### src/rtl/mp_uart_rx_pkg.sv
package mp_uart_rx_pkg;
  typedef enum logic [1:0] {
    RX_IDLE,
    RX_START,
    RX_DATA,
    RX_STOP
  } rx_state_e;
endpackage

### src/rtl/mp_uart_rx_sync.sv
module mp_uart_rx_sync #(
  parameter int STAGES = 2
) (
  input  logic clk_i,
  input  logic rst_ni,
  input  logic d_i,
  output logic q_o
);
  logic [STAGES-1:0] pipe_q;

  generate
    for (genvar s = 0; s < STAGES; s++) begin : g_stage
      always_ff @(posedge clk_i or negedge rst_ni) begin
        if (!rst_ni) pipe_q[s] <= 1'b1;
        else if (s == 0) pipe_q[s] <= d_i;
        else pipe_q[s] <= pipe_q[(s == 0) ? 0 : s-1];
      end
    end
  endgenerate

  assign q_o = pipe_q[STAGES-1];
endmodule

### src/rtl/mp_uart_rx_frame.sv
module mp_uart_rx_frame
  import mp_uart_rx_pkg::*;
#(
  parameter int OVS  = 16,
  parameter int DW   = 8
) (
  input  logic          clk_i,
  input  logic          rst_ni,
  input  logic          tick_i,
  input  logic          rx_i,
  input  logic          nine_bit_i,
  output logic [DW-1:0] data_o,
  output logic          d8_o,
  output logic          last_stb_o,
  output logic          stop_stb_o,
  output logic          stop_o
);
  localparam int CW   = $clog2(OVS);
  localparam int HALF = OVS / 2;
  localparam int IW   = $clog2(DW + 2);

  rx_state_e     state_q;
  logic [CW-1:0] cnt_q;
  logic [IW-1:0] idx_q;
  logic [DW:0]   sh_q;
  logic          prev_q;
  logic [IW-1:0] last_idx;
  logic          bit_mid;

  assign last_idx = nine_bit_i ? IW'(DW) : IW'(DW - 1);
  assign bit_mid  = (cnt_q == CW'(OVS - 1));

  always_ff @(posedge clk_i or negedge rst_ni) begin
    if (!rst_ni) begin
      state_q    <= RX_IDLE;
      cnt_q      <= '0;
      idx_q      <= '0;
      sh_q       <= '0;
      prev_q     <= 1'b1;
      last_stb_o <= 1'b0;
      stop_stb_o <= 1'b0;
      stop_o     <= 1'b0;
    end else begin
      last_stb_o <= 1'b0;
      stop_stb_o <= 1'b0;
      if (tick_i) begin
        prev_q <= rx_i;
        unique case (state_q)
          RX_IDLE: begin
            if (prev_q && !rx_i) begin
              state_q <= RX_START;
              cnt_q   <= '0;
            end
          end
          RX_START: begin
            if (cnt_q == CW'(HALF - 1)) begin
              cnt_q <= '0;
              idx_q <= '0;
              // false start: line back high at mid-bit
              state_q <= rx_i ? RX_IDLE : RX_DATA;
            end else begin
              cnt_q <= cnt_q + 1'b1;
            end
          end
          RX_DATA: begin
            if (bit_mid) begin
              cnt_q       <= '0;
              sh_q[idx_q] <= rx_i;
              if (idx_q == last_idx) begin
                state_q    <= RX_STOP;
                last_stb_o <= 1'b1;
              end else begin
                idx_q <= idx_q + 1'b1;
              end
            end else begin
              cnt_q <= cnt_q + 1'b1;
            end
          end
          RX_STOP: begin
            if (bit_mid) begin
              cnt_q      <= '0;
              stop_o     <= rx_i;
              stop_stb_o <= 1'b1;
              state_q    <= RX_IDLE;
            end else begin
              cnt_q <= cnt_q + 1'b1;
            end
          end
          default: state_q <= RX_IDLE;
        endcase
      end
    end
  end

  assign data_o = sh_q[DW-1:0];
  assign d8_o   = sh_q[DW];
endmodule

### src/rtl/mp_uart_rx_filter.sv
module mp_uart_rx_filter #(
  parameter int DW     = 8,
  parameter int N_ADDR = 2
) (
  input  logic [DW-1:0]             data_i,
  input  logic [N_ADDR-1:0][DW-1:0] addr_i,
  input  logic [N_ADDR-1:0][DW-1:0] mask_i,
  output logic                      hit_o
);
  logic [N_ADDR-1:0] hit;

  generate
    for (genvar a = 0; a < N_ADDR; a++) begin : g_cmp
      assign hit[a] = ~|((data_i ^ addr_i[a]) & mask_i[a]);
    end
  endgenerate

  assign hit_o = |hit;
endmodule

### src/rtl/mp_uart_rx.sv
module mp_uart_rx #(
  parameter int OVS      = 16,
  parameter int DW       = 8,
  parameter int SYNC_STG = 2
) (
  input  logic          clk_i,
  input  logic          rst_ni,
  input  logic          rxd_i,
  input  logic          tick_i,
  input  logic          nine_bit_i,
  input  logic          mp_en_i,
  input  logic          fe_en_i,
  input  logic [DW-1:0] own_addr_i,
  input  logic [DW-1:0] own_mask_i,
  input  logic [DW-1:0] bc_addr_i,
  input  logic [DW-1:0] bc_mask_i,
  input  logic          ri_clr_i,
  input  logic          fe_clr_i,
  output logic [DW-1:0] data_o,
  output logic          bit9_o,
  output logic          ri_o,
  output logic          fe_o
);
  localparam int N_ADDR = 2;

  logic          rx_s;
  logic [DW-1:0] frm_data;
  logic          frm_d8;
  logic          last_stb;
  logic          stop_stb;
  logic          stop_val;
  logic          addr_hit;
  logic          late_pt;
  logic          frame_evt;
  logic          ninth;
  logic          accept;
  logic          fe_set;

  mp_uart_rx_sync #(.STAGES(SYNC_STG)) i_sync (
    .clk_i (clk_i),
    .rst_ni(rst_ni),
    .d_i   (rxd_i),
    .q_o   (rx_s)
  );

  mp_uart_rx_frame #(.OVS(OVS), .DW(DW)) i_frame (
    .clk_i     (clk_i),
    .rst_ni    (rst_ni),
    .tick_i    (tick_i),
    .rx_i      (rx_s),
    .nine_bit_i(nine_bit_i),
    .data_o    (frm_data),
    .d8_o      (frm_d8),
    .last_stb_o(last_stb),
    .stop_stb_o(stop_stb),
    .stop_o    (stop_val)
  );

  mp_uart_rx_filter #(.DW(DW), .N_ADDR(N_ADDR)) i_filter (
    .data_i(frm_data),
    .addr_i({bc_addr_i, own_addr_i}),
    .mask_i({bc_mask_i, own_mask_i}),
    .hit_o (addr_hit)
  );

  // eight-bit frames always decide at stop; nine-bit decide at D8 unless FE checking
  assign late_pt   = !nine_bit_i || fe_en_i;
  assign frame_evt = late_pt ? stop_stb : last_stb;
  assign ninth     = nine_bit_i ? frm_d8 : stop_val;
  assign accept    = frame_evt && (!mp_en_i || (ninth && addr_hit));
  assign fe_set    = stop_stb && fe_en_i && !stop_val;

  always_ff @(posedge clk_i or negedge rst_ni) begin
    if (!rst_ni) begin
      ri_o   <= 1'b0;
      fe_o   <= 1'b0;
      data_o <= '0;
      bit9_o <= 1'b0;
    end else begin
      if (accept) begin
        ri_o   <= 1'b1;
        data_o <= frm_data;
        bit9_o <= ninth;
      end else if (ri_clr_i) begin
        ri_o <= 1'b0;
      end
      if (fe_set) fe_o <= 1'b1;
      else if (fe_clr_i) fe_o <= 1'b0;
    end
  end
endmodule

### config.mk
export PLATFORM = sky130hd
export DESIGN_NAME = mp_uart_rx
export DESIGN_NICKNAME = d
export VERILOG_FILES = /design/src/rtl/mp_uart_rx_pkg.sv /design/src/rtl/mp_uart_rx_sync.sv /design/src/rtl/mp_uart_rx_frame.sv /design/src/rtl/mp_uart_rx_filter.sv /design/src/rtl/mp_uart_rx.sv
export SDC_FILE = /design/constraint.sdc
export NUM_CORES = 1
export LEC_CHECK = 0
export ABC_AREA = 1
export CAP_MARGIN = 30
export CORE_MARGIN = 2
export CORE_UTILIZATION = 40
export DETAILED_ROUTE_END_ITERATION = 7
export PLACE_DENSITY = 0.73
export SYNTH_ARGS = -nofsm -noshare
export SYNTH_HDL_FRONTEND = slang
export SYNTH_SLANG_ARGS = --single-unit
### constraint.sdc
create_clock -name clk_i -period 1.89 [get_ports clk_i]
set_clock_uncertainty 0.2 [all_clocks]
set_input_delay 0.378 -clock clk_i [delete_from_list [all_inputs] [get_ports clk_i]]
set_output_delay 0.378 -clock clk_i [all_outputs]
set_load 0.02 [all_outputs]
==> run summary <==
The weighted congestion reported at the end of routability-driven placement came out at 0.814. The tree is rooted in a sky130_fd_sc_hd__clkbuf_8. The mean routed wirelength per cell came out at 11.3 um. The worst-margin pin slew is 397 ps.

In this run the cell area measured after placement is roughly 0.0027 mm^2. After floorplanning, the core was divided into 25 placement rows. 0 antenna diodes ended up in the layout.

The sequential fraction of the synthesis area is 0.453. The effective utilization at floorplan is 0.418. The total detailed-routing wirelength is ~4500 um. The global-route wire length before repair is 7760 um. The net count of the finished layout is 380. In this run the power density over the cells is between 700 and 800 mW/mm^2. The largest fanout on the critical path came out at 2. The number of buffers on the longest clock path is 2. The DRC violation count after routing is 0. The amount of wire on met2 after detailed routing is 2280 um. Wire segments on met3 add up to approximately 160 um in the final route.

The shortest clock period the worst path allows after layout is 1840 ps. After synthesis, the largest family of logic cells by area is simple AND/OR/NAND/NOR gates. The worst setup path is captured at an output port. The aggregate global routing overflow is 0. The fraction of the mapped netlist area in compound gates is 0.0776.

The cell type group with the largest total delay on the critical path is buffers and inverters. The clock insertion delay at the later pin of the skew report is 280 ps. The number of global-route vias before repair was 1835. The post-synthesis cell count came out at 266.

The chip height came out at around 75 um. The non-filler instance count after layout came out at between 400 and 500. The post-route antenna net violation count came out at 0. The number of placed instances, taps included, is 392. The number of buffers inserted during clock tree synthesis came out at 5. The core footprint is between 0.004 and 0.005 mm^2. Max-cap violations in this run came to 0. The arrival time at the worst endpoint is about 1300 ps. The run finished with clean final reports. The delay of the slowest cell on the worst path came out at 610 ps. The highest metal layer carrying signal wires in the routed design is met4. Measured against its own limit, the worst slew margin works out to 0.732.

The routed metal-1 wirelength came out at 2050 um. In this run the number of H-tree levels came out at 2. The total iterations of the first detailed-routing run is 4. The share of final-layout standard cells stronger than drive strength 1 came out at 0.116. The worst setup path is launched from a flip-flop.

The clock tree from TritonCTS is done. The flip-flop and latch count after synthesis is 36. The total die area came out at roughly 0.0056 mm^2. The final number of setup-violating endpoints is 0.

Counting every net in the synthesized netlist gives between 300 and 400. The signal on the critical path passes through clkdlybuf4s50_1. The final count of hold timing violations is 0.

Yosys printed 0 warnings. The number of I/O port buffers came out at 51. IR analysis of the VDD net gives a maximum drop of slightly below 0.0008 V.

STA puts the critical path data required time at 1310 ps. The total global routing track utilization came out at 0.181. In this run the static leakage power is 1.36 nW. The number of antenna violations at the first check in global routing is 0. The horizontal die dimension came out at about 75 um. The final HPWL from detailed placement came out at 3500 um. The cell area after layout is 0.00283 mm^2. The I/O pin count came out at 52. The maximum number of pins on one net before global-route repair came out at 37. The type of the worst setup path is reg2out. The count of routing violations after the opening detailed-route iteration came out at 118.

The clock net in this run drives a total of 36 sinks. The multiplexer share of the synthesized area is 0.00564. Of the total synthesized cell area, the portion taken by XOR and XNOR cells is 0.0131. The sum of internal, switching and leakage power is 0.00220 W.

The mean number of vias per cell came out at ~4.6. The cell area after synthesis came out at between 0.0015 and 0.002 mm^2. The min-delay analysis places its worst path in the category reg2reg.

The area fraction in and, or, nand and nor cells after synthesis is 0.333. The number of buffers and inverters on the critical path is 1. After clock tree synthesis, the clock-pin slew on the worst setup and hold paths is 70 ps. The number of different library cells in the post-synthesis netlist came out at 24.

The maximum clock frequency came out at ~0.54 GHz. For this design, the slowest cell found on the critical path is sky130_fd_sc_hd__clkdlybuf4s50_1. The adder and majority cell fraction of the synthesized area came out at 0.0313.

After synthesis, the mean cell area works out to 7.51 um^2. The synthesis-to-layout area growth came out at 41.6%. The max-slew violation count is 0. The final period utilization came out at 0.972. The via count is about 1900.
-- Yosys cell counts --
master	number	area (um^2)
sky130_fd_sc_hd__nor2_1	11	41.3
sky130_fd_sc_hd__and2_4	1	8.76
sky130_fd_sc_hd__o22ai_1	1	6.26
sky130_fd_sc_hd__dfstp_2	3	78.8
sky130_fd_sc_hd__clkbuf_1	1	3.75
sky130_fd_sc_hd__nand4_1	3	18.8
sky130_fd_sc_hd__nor4_4	1	21.3
sky130_fd_sc_hd__nor2_4	1	11.3
sky130_fd_sc_hd__nand2_2	2	12.5
sky130_fd_sc_hd__buf_6	1	11.3
sky130_fd_sc_hd__ha_1	5	62.6
sky130_fd_sc_hd__a22o_1	1	8.76
sky130_fd_sc_hd__nor2_2	2	12.5
sky130_fd_sc_hd__xor2_1	3	26.3
sky130_fd_sc_hd__o21ai_0	8	40.0
sky130_fd_sc_hd__mux2_2	1	11.3
sky130_fd_sc_hd__inv_1	38	143
sky130_fd_sc_hd__nand2_1	83	312
sky130_fd_sc_hd__nand3_1	41	205
sky130_fd_sc_hd__a21oi_1	5	25.0
sky130_fd_sc_hd__nand2_4	2	22.5
sky130_fd_sc_hd__o21ai_1	15	75.1
sky130_fd_sc_hd__inv_2	4	15.0
sky130_fd_sc_hd__dfrtp_1	33	826
-- cell families (layout without fill, tap and decap cells) --
logic type                 count (synthesis)  in the layout
buffers and inverters                     44            113
adders and majority gates                  5              5
and+or+nand+nor                          147            147
muxes                                      1              1
AOI/OAI and AO/OA                         30             30
xor gates and xnor gates                   3              3
DFF                                       36             36
-- final timing paths --
check,from,end,slack (ps),depth (start not counted)
min in group asynchronous,rst_ni,i_frame.cnt_q[3]$_DFFE_PN0P_,250,2
worst max register to register,i_frame.cnt_q[0]$_DFFE_PN0P_,i_frame.sh_q[4]$_DFFE_PN0P_,110,7
max in group asynchronous,rst_ni,i_frame.prev_q$_DFFE_PN1P_,970,2
worst max-delay path,data_o[2]$_DFFE_PN0P_,data_o[2],50,1
worst min-delay path,i_sync.pipe_q[0]$_DFF_PN1_,i_sync.q_o$_DFF_PN1_,160,0
worst min register to register,i_sync.pipe_q[0]$_DFF_PN1_,i_sync.q_o$_DFF_PN1_,160,0
-- where the power goes --
group	total, W	switching, W	internal (W)
Clock	0.000659	0.000268	0.000391
Combinational	0.000586	0.000316	0.000271
Sequential	0.000956	0.0000995	0.000856
Total	0.00220	0.000683	0.00152
-- area by class of cell --
type / instances / area [um^2]
Clock inverter: 2 / 35.0
Sequential cell: 36 / 905
Clock buffer: 6 / 72.6
Tap cell: 67 / 83.8
Multi-Input combinational cell: 186 / 946
Timing Repair Buffer: 63 / 629
Fill cell: 431 / 1960
Inverter: 42 / 158
-- cell usage in the layout (no fill, tap or decap), types with 5 or more instances in the layout --
cell                              Yosys  layout
sky130_fd_sc_hd__a21oi_1              5       5
sky130_fd_sc_hd__buf_4                0       9
sky130_fd_sc_hd__clkbuf_8             0       5
sky130_fd_sc_hd__clkdlybuf4s50_1      0      51
sky130_fd_sc_hd__dfrtp_1             33      33
sky130_fd_sc_hd__inv_1               38      38
sky130_fd_sc_hd__nand2_1             83      82
sky130_fd_sc_hd__nand3_1             41      40
sky130_fd_sc_hd__nor2_1              11      11
sky130_fd_sc_hd__o21ai_0              8       8
sky130_fd_sc_hd__o21ai_1             15      15
-- stage by stage --
stage / util / TNS [ps] / setup slack, ps / hold slack (ps)
floorplan: - / 0 / 309 / -118
global placement: 0.559 / -2500 / -159 / 146
detailed placement: 0.559 / -2850 / -188 / 152
CTS: 0.582 / 0 / 41.5 / 163
global route: 0.591 / -25.8 / -12.1 / 163
finish: 0.591 / 0 / 53.3 / 160
-- registers in the layout (all words and copies together) (netlist names), named ones only --
register            flops
i_frame.stop_stb_o      1
i_sync.pipe_q           1
i_frame.last_stb_o      1
i_sync.q_o              1
i_frame.prev_q          1
i_frame.cnt_q           4
bit9_o                  1
i_frame.sh_q            9
data_o                  8
i_frame.idx_q           4
fe_o                    1
i_frame.state_q         1
i_frame.stop_o          1
ri_o                    1
-- timing repair --
item,4_1_cts,5_1_grt
hold buffers,0,0
setup buffers,0,1
resized for setup,0,7
endpoints found under the setup margin,0,2
-- routing by layer --
| metal | up-vias | GRT usage |
|---|---|---|
| li1 | 982 | - |
| met1 | 833 | 0.220 |
| met2 | 34 | 0.323 |
| met3 | 4 | 0.0428 |
| met4 | 0 | 0.0456 |
| met5 | - | 0 |
Power figures use the tool's default switching activity.
